$ cat src/rtl/hb_decim_pkg.sv
package hb_decim_pkg;

  // half-band kernel: taps -1, 0, 9, 16, 9, 0, -1 scaled by 2^HB_SHIFT
  localparam int HB_TAPS   = 7;
  localparam int HB_SHIFT  = 5;
  localparam int HB_CENTER = 16;
  localparam int HB_NEAR   = 9;
  localparam int HB_FAR    = -1;

  // symmetric sum: the odd taps are zero, so only five samples enter
  function automatic int hb_mac(input int x0, input int x2, input int x3,
                                input int x4, input int x6);
    return HB_NEAR * (x2 + x4) + HB_FAR * (x0 + x6) + HB_CENTER * x3;
  endfunction

  // round to nearest (ties upward) then clamp to a signed w-bit range
  function automatic int hb_round_sat(input int acc, input int w);
    int r;
    int hi;
    int lo;
    r  = (acc + (1 <<< (HB_SHIFT - 1))) >>> HB_SHIFT;
    hi = (1 <<< (w - 1)) - 1;
    lo = -(1 <<< (w - 1));
    if (r > hi) return hi;
    if (r < lo) return lo;
    return r;
  endfunction

endpackage

$ cat src/rtl/hb_decim_stage.sv
module hb_decim_stage #(
  parameter int W = 16
) (
  input  logic                clk,
  input  logic                rst,
  input  logic                flush,
  input  logic                in_valid,
  input  logic signed [W-1:0] in_i,
  input  logic signed [W-1:0] in_q,
  output logic                out_valid,
  output logic signed [W-1:0] out_i,
  output logic signed [W-1:0] out_q
);
  import hb_decim_pkg::*;

  localparam int HIST = HB_TAPS - 1;
  localparam int FW   = $clog2(HIST + 1);

  logic signed [W-1:0] hist_i [HIST];
  logic signed [W-1:0] hist_q [HIST];
  logic [FW-1:0]       fill;
  logic                phase;

  // named event: this accepted sample completes an output
  logic fire;
  assign fire = in_valid && phase && (fill == FW'(HIST));

  int y_i;
  int y_q;
  always_comb begin
    y_i = hb_round_sat(hb_mac(int'(in_i), int'(hist_i[1]), int'(hist_i[2]),
                              int'(hist_i[3]), int'(hist_i[5])), W);
    y_q = hb_round_sat(hb_mac(int'(in_q), int'(hist_q[1]), int'(hist_q[2]),
                              int'(hist_q[3]), int'(hist_q[5])), W);
  end

  always_ff @(posedge clk) begin
    if (rst || flush) begin
      for (int k = 0; k < HIST; k++) begin
        hist_i[k] <= '0;
        hist_q[k] <= '0;
      end
      fill      <= '0;
      phase     <= 1'b0;
      out_valid <= 1'b0;
      out_i     <= '0;
      out_q     <= '0;
    end else begin
      out_valid <= fire;
      if (in_valid) begin
        hist_i[0] <= in_i;
        hist_q[0] <= in_q;
        for (int k = 1; k < HIST; k++) begin
          hist_i[k] <= hist_i[k-1];
          hist_q[k] <= hist_q[k-1];
        end
        phase <= ~phase;
        if (fill != FW'(HIST)) fill <= fill + FW'(1);
      end
      if (fire) begin
        out_i <= y_i[W-1:0];
        out_q <= y_q[W-1:0];
      end
    end
  end

  // two inputs are needed between results, so strobes never touch
  a_r3_no_back_to_back: assert property (@(posedge clk) disable iff (rst)
    out_valid |=> !out_valid);

  // a result only follows an odd, fully primed input
  a_r3_primed_odd: assert property (@(posedge clk) disable iff (rst)
    out_valid |-> ($past(fill) == FW'(HIST)) && $past(phase));

  // no result without an accepted input on the previous edge
  a_r10_needs_input: assert property (@(posedge clk) disable iff (rst)
    out_valid |-> $past(in_valid));

endmodule

$ cat src/rtl/hb_decim_chain.sv
module hb_decim_chain #(
  parameter  int W          = 16,
  parameter  int MAX_STAGES = 5,
  localparam int SELW       = $clog2(MAX_STAGES + 1)
) (
  input  logic                clk,
  input  logic                rst,
  input  logic [SELW-1:0]     dec_sel,
  input  logic                real_mode,
  input  logic                in_valid,
  input  logic signed [W-1:0] in_i,
  input  logic signed [W-1:0] in_q,
  output logic                out_valid,
  output logic signed [W-1:0] out_i,
  output logic signed [W-1:0] out_q
);

  logic [SELW-1:0] sel_q;
  logic            real_q;

  always_ff @(posedge clk) begin
    if (rst) begin
      sel_q  <= '0;
      real_q <= 1'b0;
    end else begin
      sel_q  <= dec_sel;
      real_q <= real_mode;
    end
  end

  // named events for the checks
  logic flush;
  logic legal_q;
  assign flush   = (dec_sel != sel_q) || (real_mode != real_q);
  assign legal_q = (sel_q != '0) && (sel_q <= SELW'(MAX_STAGES));

  logic                st_en [MAX_STAGES];
  logic                st_iv [MAX_STAGES];
  logic [MAX_STAGES-1:0] st_ov;
  logic signed [W-1:0] st_i  [MAX_STAGES];
  logic signed [W-1:0] st_q  [MAX_STAGES];

  for (genvar s = 0; s < MAX_STAGES; s++) begin : g_stage
    assign st_en[s] = legal_q && (SELW'(s) < sel_q);

    logic signed [W-1:0] src_i;
    logic signed [W-1:0] src_q;
    if (s == 0) begin : g_head
      assign st_iv[s] = in_valid && !flush && st_en[s];
      assign src_i    = in_i;
      assign src_q    = in_q;
    end else begin : g_link
      assign st_iv[s] = st_ov[s-1] && st_en[s];
      assign src_i    = st_i[s-1];
      assign src_q    = st_q[s-1];
    end

    hb_decim_stage #(.W(W)) u_hb (
      .clk       (clk),
      .rst       (rst),
      .flush     (flush),
      .in_valid  (st_iv[s]),
      .in_i      (src_i),
      .in_q      (src_q),
      .out_valid (st_ov[s]),
      .out_i     (st_i[s]),
      .out_q     (st_q[s])
    );
  end

  // tap the last active stage
  always_comb begin
    out_valid = 1'b0;
    out_i     = '0;
    out_q     = '0;
    for (int s = 0; s < MAX_STAGES; s++) begin
      if (legal_q && (sel_q == SELW'(s + 1))) begin
        out_valid = st_ov[s];
        out_i     = st_i[s];
        out_q     = real_q ? '0 : st_q[s];
      end
    end
  end

  // a flush leaves no result pending in the next cycle
  a_r8_flush_quiet: assert property (@(posedge clk) disable iff (rst)
    flush |=> !out_valid);

  // an illegal code held for two cycles keeps every stage silent
  a_r7_illegal_silent: assert property (@(posedge clk) disable iff (rst)
    (!legal_q && $past(!legal_q)) |-> (st_ov == '0));

  // the stage just past the active count never emits
  a_r1_idle_beyond: assert property (@(posedge clk) disable iff (rst)
    (legal_q && (sel_q < SELW'(MAX_STAGES)) && $stable(sel_q))
      |-> !st_ov[sel_q]);

endmodule

$ cat config.mk
export PLATFORM = sky130hd
export DESIGN_NAME = hb_decim_chain
export DESIGN_NICKNAME = d
export VERILOG_FILES = /design/src/rtl/hb_decim_pkg.sv /design/src/rtl/hb_decim_stage.sv /design/src/rtl/hb_decim_chain.sv
export SDC_FILE = /design/constraint.sdc
export NUM_CORES = 2
export LEC_CHECK = 0
export CORE_MARGIN = 8
export CORE_UTILIZATION = 29
export CTS_CLUSTER_SIZE = 10
export DETAILED_ROUTE_END_ITERATION = 12
export DONT_BUFFER_PORTS = 1
export PLACE_DENSITY = 0.46
export SETUP_SLACK_MARGIN = 0.1
export SYNTH_ARGS = -nofsm -noshare
export SYNTH_HDL_FRONTEND = slang
export SYNTH_HIERARCHICAL = 1
export SYNTH_SLANG_ARGS = --single-unit
$ cat constraint.sdc
create_clock -name clk -period 12.5 [get_ports clk]
set_clock_uncertainty 0.15 [all_clocks]
set_input_delay 0 -clock clk [delete_from_list [all_inputs] [get_ports clk]]
set_output_delay 0 -clock clk [all_outputs]
set_load 0.02 [all_outputs]
== Yosys cells after proc, flatten, opt, wreduce, memory -nomap -nowiden ==
Memories as Yosys holds them, arrays and structs flattened.
Cells that the tools add are included.

* Logic and storage cells: 423
* Flip-flop bits (word level): 189
* Memory bits (writable): 960
* Output and inout port bits: 33
* Input bits: 39
* Memories: 10

* Reductions and logical operators: 36
* Multipliers: 10
* Equal/unequal tests: 17
* $lt $le $gt $ge: 26
* $add $sub $neg: 65
* Multiplexer cells: 167
* Bitwise gates (word level): 65

{| class="wikitable"
|+ Memories
! memory !! depth !! bits a word !! read ports !! clocked after memory_dff !! write ports !! RTL line !! source
|-
| g_stage[0].u_hb.hist_i || 6 || 16 || 6 || 0 || 6 || hb_decim_stage.sv:19 || <nowiki>logic signed [W-1:0] hist_i [HIST];</nowiki>
|-
| g_stage[0].u_hb.hist_q || 6 || 16 || 6 || 0 || 6 || hb_decim_stage.sv:20 || <nowiki>logic signed [W-1:0] hist_q [HIST];</nowiki>
|-
| g_stage[1].u_hb.hist_i || 6 || 16 || 6 || 0 || 6 || hb_decim_stage.sv:19 ||
|-
| g_stage[1].u_hb.hist_q || 6 || 16 || 6 || 0 || 6 || hb_decim_stage.sv:20 ||
|-
| g_stage[2].u_hb.hist_i || 6 || 16 || 6 || 0 || 6 || hb_decim_stage.sv:19 ||
|-
| g_stage[2].u_hb.hist_q || 6 || 16 || 6 || 0 || 6 || hb_decim_stage.sv:20 ||
|-
| +4 memories || -- || -- || -- || -- || -- || -- ||
|}

{| class="wikitable"
|+ Operators by type and width
! cell !! count
|-
| 16-bit two-way mux || 105
|-
| 16-bit by 16-bit adder with 17-bit output || 20
|-
| 32-bit by 20-bit adder with 32-bit output || 10
|-
| 32-bit adder || 10
|-
| 32-bit by 6-bit adder with 32-bit output, second input constant || 10
|-
| 5-bit by 32-bit multiplier with 32-bit output, first input constant || 10
|-
| 32-bit negator || 10
|-
| 27-bit by 16-bit > comparator with 1-bit output, second input constant || 10
|-
| 27-bit by 16-bit < comparator with 1-bit output, second input constant || 10
|-
| 15-bit two-way mux || 10
|-
| 1-bit OR || 60
|-
| 1-bit two-way mux || 52
|-
| 1-bit logical AND || 27
|-
| 3-bit equality test, second input constant || 7
|-
| 3-bit by 1-bit adder with 3-bit output, second input constant || 5
|-
| 3-bit inequality test, second input constant || 5
|-
| 2-bit AND reduction || 5
|-
| 3-bit by 2-bit equality test with 1-bit output, second input constant || 2
|-
| 1-bit by 3-bit < comparator with 1-bit output, first input constant || 2
|-
| 2-bit by 3-bit < comparator with 1-bit output, first input constant || 2
|-
| 1-bit NOT || 5
|-
| 3-bit by 1-bit equality test with 1-bit output, second input constant || 1
|-
| 3-bit less-or-equal comparator, second input constant || 1
|-
| 3-bit < comparator, first input constant || 1
|-
| 5 further kinds || 6
|}

== Longest topological paths before layout ==
An unclocked memory read counts as a cell.

* Depth after elaboration: 11
* Mapped depth: 31
* Mapped depth without buffers: 30

== Hierarchy ==
The synthesis kept the hierarchy.

{| class="wikitable"
|+ Modules (own cells, without submodules)
! module !! seq. area each (um^2) !! area an instance (um^2) !! instances !! cells an instance
|-
| hb_decim_stage at g_stage[2].u_hb || 6506.2 || 16343.2 || 1 || 1529
|-
| hb_decim_stage at g_stage[3].u_hb || 6506.2 || 16320.7 || 1 || 1502
|-
| hb_decim_stage at g_stage[1].u_hb || 6506.2 || 16308.1 || 1 || 1524
|-
| hb_decim_stage at g_stage[4].u_hb || 6506.2 || 16274.4 || 1 || 1520
|-
| hb_decim_stage at g_stage[0].u_hb || 6506.2 || 16135.5 || 1 || 1502
|-
| hb_decim_chain || 80.1 || 1565.3 || 1 || 200
|}

== Worst setup path before layout ==
OpenSTA, ideal clock, no wires.

* Path type: reg2reg
* Start point: mem g_stage[2].u_hb.hist_i[1][0] (netlist: g_stage[2].u_hb/hist_i[0][16])
* End point: reg g_stage[2].u_hb.out_i[10]
* Path buffers: 1
* Period minus slack after synthesis: 6.935 ns
* Setup time: 0.122 ns
* Slack: 5.565 ns
* Data required time: 12.228 ns
* Arrival time: 6.663 ns
* Cell stages (with the launch flop): 32
* Cells stage by stage: edfxtp_1 ha_1 inv_1 fa_1 inv_1 a21oi_1 o21ai_0 a21o_1 a21o_1 a21oi_1 o21ai_0 o41ai_1 o21ai_0 a211oi_1 ha_1 ha_1 fa_1 inv_1 fa_1 inv_1 ha_1 and4_1 and3_1 a221o_1 a21oi_2 o21ai_2 o31a_1 o41ai_2 a31oi_1 a31oi_4 buf_6 a21oi_2

{| class="wikitable"
|+ RTL lines
! item !! RTL line !! source
|-
| start, declared || hb_decim_stage.sv:19 ||
|-
| end signal, assigned || hb_decim_stage.sv:61 || <nowiki>out_i <= y_i[W-1:0];</nowiki>
|-
| end, declared || hb_decim_stage.sv:11 || <nowiki>output logic signed [W-1:0] out_i,</nowiki>
|}

==> flow_summary.toml <==
[global_routing]
grt_usage = 0.124
grt_overflow = 0
antenna_found_initial = 23
grt_pass1_vias = 53700
grt_pass1_wl_mm = 304
grt_max_degree = 224

[floorplan]
rows = 196
ios = 72
die_w_um = 551
start_util = 0.291
core_region_area_um2 = 285000
die_h_um = 551
dieArea_um2 = 303000

[timing]
rsz0062_at_grt = "no"
setup_ws_ns = 4.39
fin_tns_setup_ns = 0
holdWs_ns = 0.303
worst_pin_slew_ns = 1.29
period_share = 0.649
drv_slew = 0
finalCriticalPeriod_ns = 8.11
fmax_mhz = 123
slew_headroom = 0.133
setup_viol = 0
hold_violations = 0

[pwr]
leakage_nw = 46.5
power_w = 0.0125
powerDensity_nw_per_um2 = 136
ir_drop_v = 0.0000949

[synth]
yosysTopAreaCellShare = 0.348
yosysWarningCount = 6
yosys_most_used_dff = "edfxtp_1"
synth-edff-count = 960
seq_area_frac_synth = 0.393
synth_nets = 9276
syn_inst = 7777
yosysTopAreaCell = "edfxtp_1"
synth_seq_cells = 1149
ys_types = 121
syn_area_per_cell_um2 = 10.7
synth.area.top_cells = "edfxtp_1 (35%), ha_1 (15%), fa_1 (12%), and3_1 (7.5%), inv_1 (7.4%)"
synth.cell_area_um2 = 82900
synthArstFlopShare = 0

[worst_setup_path]
worst_setup_path_end_kind = "flip-flop"
startpoint_type = "flip-flop"
crit_required_ns = 13.03
worst-r2r-cell-count = 30
slowest_stage = "o41ai_1"
reg2reg_to = "g_stage[2].u_hb/out_i[2]$_SDFFE_PP0P_"
criticalPathCategory = "reg -> reg"
cp_slowest_stage_delay_ns = 0.60
worstPathArrival_ns = 8.64
r2r_slack_ns = 4.39
r2r-start = "g_stage[2].u_hb/hist_i[0][16]$_SDFFCE_PN0P_"
crit_path_max_fanout = 15

[route]
routed_via_density = 4.58
via_count = 53200
wire_per_inst_um = 16.5
first_pass_iters = 5
drcViolationCount = 0
drt-total-wl_mm = 192
antenna_left = 0
drt_iter0_drc = 3292

[place]
place_ws_ns = 4.39
numPlacedInstances = 11300
place_congestion = 0.806
dp_hpwl_mm = 139
portBuffers = 0

[cells_and_area]
layout.nets = 9246
final_cell_count_no_fill = 11600
fillers = 29100
drive_above_1_share = 0.0574
syn_to_final_growth_pct = 11.4

[clock_tree]
cts_made_buffers = 155
h-tree-depth = 4
tritoncts = "yes"
post_cts_buffers = 0
path_clk_slew_ns = 0.05
clk_latency_ns = 0.82
cts.sinks = 1149
clock_tree.buffer_depth = 4
cts_resized = 0
ctsRootBufferMaster = "clkbuf_16"

[worst_hold_path]
hp-class = "in -> reg"
holdPathStages = 9
hold_start = "in_q[15]"
min_to = "g_stage[0].u_hb/out_q[14]$_SDFFE_PP0P_"

[outcome]
status = "complete, no violations"

[run]
drv_cap = 0
[layer usage]
metal / routed length [um] / GRT usage / up-vias
met5: 0 / 0 / -
met4: 3590 / 0.0281 / 0
met3: 9920 / 0.0233 / 211
met2: 80000 / 0.186 / 700
met1: 98000 / 0.184 / 25900
li1: - / - / 26400
[worst max path at each step]
stage	startpoint	endpoint	slack, ns	depth (start not counted)
floorplan	g_stage[2].u_hb/hist_i[0][16]$_SDFFCE_PN0P_	g_stage[2].u_hb/out_i[10]$_SDFFE_PP0P_	5.57	31
global placement	g_stage[2].u_hb/hist_i[0][16]$_SDFFCE_PN0P_	g_stage[2].u_hb/out_i[3]$_SDFFE_PP0P_	4.52	30
detailed placement	g_stage[2].u_hb/hist_i[0][16]$_SDFFCE_PN0P_	g_stage[2].u_hb/out_i[2]$_SDFFE_PP0P_	4.39	30
CTS	g_stage[2].u_hb/hist_i[0][16]$_SDFFCE_PN0P_	g_stage[2].u_hb/out_i[2]$_SDFFE_PP0P_	4.31	30
global route	g_stage[2].u_hb/hist_i[0][48]$_SDFFCE_PN0P_	g_stage[2].u_hb/out_i[2]$_SDFFE_PP0P_	3.74	30
finish	g_stage[2].u_hb/hist_i[0][16]$_SDFFCE_PN0P_	g_stage[2].u_hb/out_i[2]$_SDFFE_PP0P_	4.39	30
[worst max-delay path, delay by kind of cell (launching register included)]
kind / cells / cell delay, ns
adders and majority gates: 7 / 2.42
and+or+nand+nor: 2 / 0.45
AOI/OAI and AO/OA: 17 / 4.33
buffers and inverters: 4 / 0.22
DFF: 1 / 0.39
[flip-flops by register name, summed over array words and instances (netlist names)]
register,cells
g_stage.u_hb/phase,5
g_stage.u_hb/out_i,80
sel_q,3
g_stage.u_hb/fill,15
g_stage.u_hb/hist_q,480
g_stage.u_hb/out_q,80
g_stage.u_hb/hist_i,480
real_q,1
g_stage.u_hb/out_valid,5
[cell type report]
cell class / count / area, um^2 / area share
inverters: 1638 / 6150 / 0.0666
diodes: 9 / 22.5 / 0.000244
multi-input cells: 4682 / 42900 / 0.465
repair buffers: 121 / 1130 / 0.0123
clock inverters: 48 / 538 / 0.00582
clock buffers: 224 / 4260 / 0.0461
flip-flops and latches: 1149 / 32600 / 0.353
well taps: 3762 / 4710 / 0.0510
[synthesized netlist by cell type, types with 13 or more instances]
| cell type | count |
|---|---|
| or3_1 | 28 |
| a21oi_1 | 268 |
| nand3_1 | 71 |
| o22ai_2 | 13 |
| nand4_1 | 24 |
| a21boi_0 | 13 |
| nor3_1 | 66 |
| o21ai_1 | 22 |
| buf_2 | 14 |
| o21a_1 | 24 |
| a21oi_2 | 44 |
| o21ai_0 | 208 |
| ha_1 | 970 |
| nor2b_1 | 53 |
| nand2b_1 | 50 |
| nor2_1 | 195 |
| xnor2_1 | 176 |
| edfxtp_1 | 960 |
| o221a_2 | 14 |
| a21o_1 | 101 |
| inv_1 | 1638 |
| dfxtp_1 | 189 |
| a221o_1 | 35 |
| clkbuf_1 | 267 |
| a211o_1 | 14 |
| nand2_1 | 219 |
| xor2_1 | 95 |
| a211oi_1 | 41 |
| and2_1 | 22 |
| fa_1 | 490 |
| a31oi_1 | 44 |
| buf_6 | 14 |
| a22o_1 | 20 |
| or2_2 | 21 |
| and3_1 | 993 |
| o21bai_1 | 36 |
| mux2i_1 | 54 |
| o22a_1 | 19 |
[stage by stage]
stage | cell area [um^2] | util
2_1_floorplan | 82900 | -
3_3_place_gp | 86800 | 0.305
3_5_place_dp | 86800 | 0.305
4_1_cts | 92400 | 0.324
5_1_grt | 92400 | 0.324
6_report | 92400 | 0.324
[repair_timing]
action | in CTS | in global routing
setup endpoints to repair | 0 | 0
hold buffers | 76 | 0
endpoints found under the hold margin | 1108 | 0
[report_power, final]
part	internal [W]	switching (W)	total [W]
Combinational	0.00164	0.00234	0.00398
Sequential	0.00421	0.0000464	0.00425
Clock	0.00254	0.00175	0.00428
Total	0.00839	0.00413	0.0125
[cells in the final DEF, fill, tap and decap left out, types with 19 or more instances in the layout]
cell type	netlist	final
inv_1	1638	1638
and3_1	993	992
ha_1	970	970
edfxtp_1	960	960
fa_1	490	490
a21oi_1	268	268
nand2_1	219	219
o21ai_0	208	207
nor2_1	195	189
dfxtp_1	189	188
xnor2_1	176	176
clkbuf_16	0	157
a21o_1	101	101
xor2_1	95	95
dlygate4sd3_1	1	75
nand3_1	71	71
nor3_1	66	66
clkbuf_1	267	59
mux2i_1	54	54
nor2b_1	53	52
nand2b_1	50	50
a31oi_1	44	44
a21oi_2	44	44
buf_4	7	43
a211oi_1	41	41
o21bai_1	36	36
a221o_1	35	35
nand4_1	24	24
o21a_1	24	24
o21ai_1	22	23
or3_1	28	23
or2_2	21	21
and2_1	22	21
a22o_1	20	20
o22a_1	19	19
[cells by family (layout without fill, tap and decap cells)]
logic type,after synthesis,after routing,synth area share
AO/OA/AOI/OAI,1069,1069,0.0910
XOR/XNOR,271,271,0.0286
adder cells (fa/ha/maj),1460,1460,0.265
buffers and inverters,1946,2031,0.0902
flip-flops,1149,1149,0.393
multiplexers,54,54,0.00652
other,0,9,0
AND/OR/NAND/NOR,1828,1828,0.126
Power figures use the tool's default switching activity.
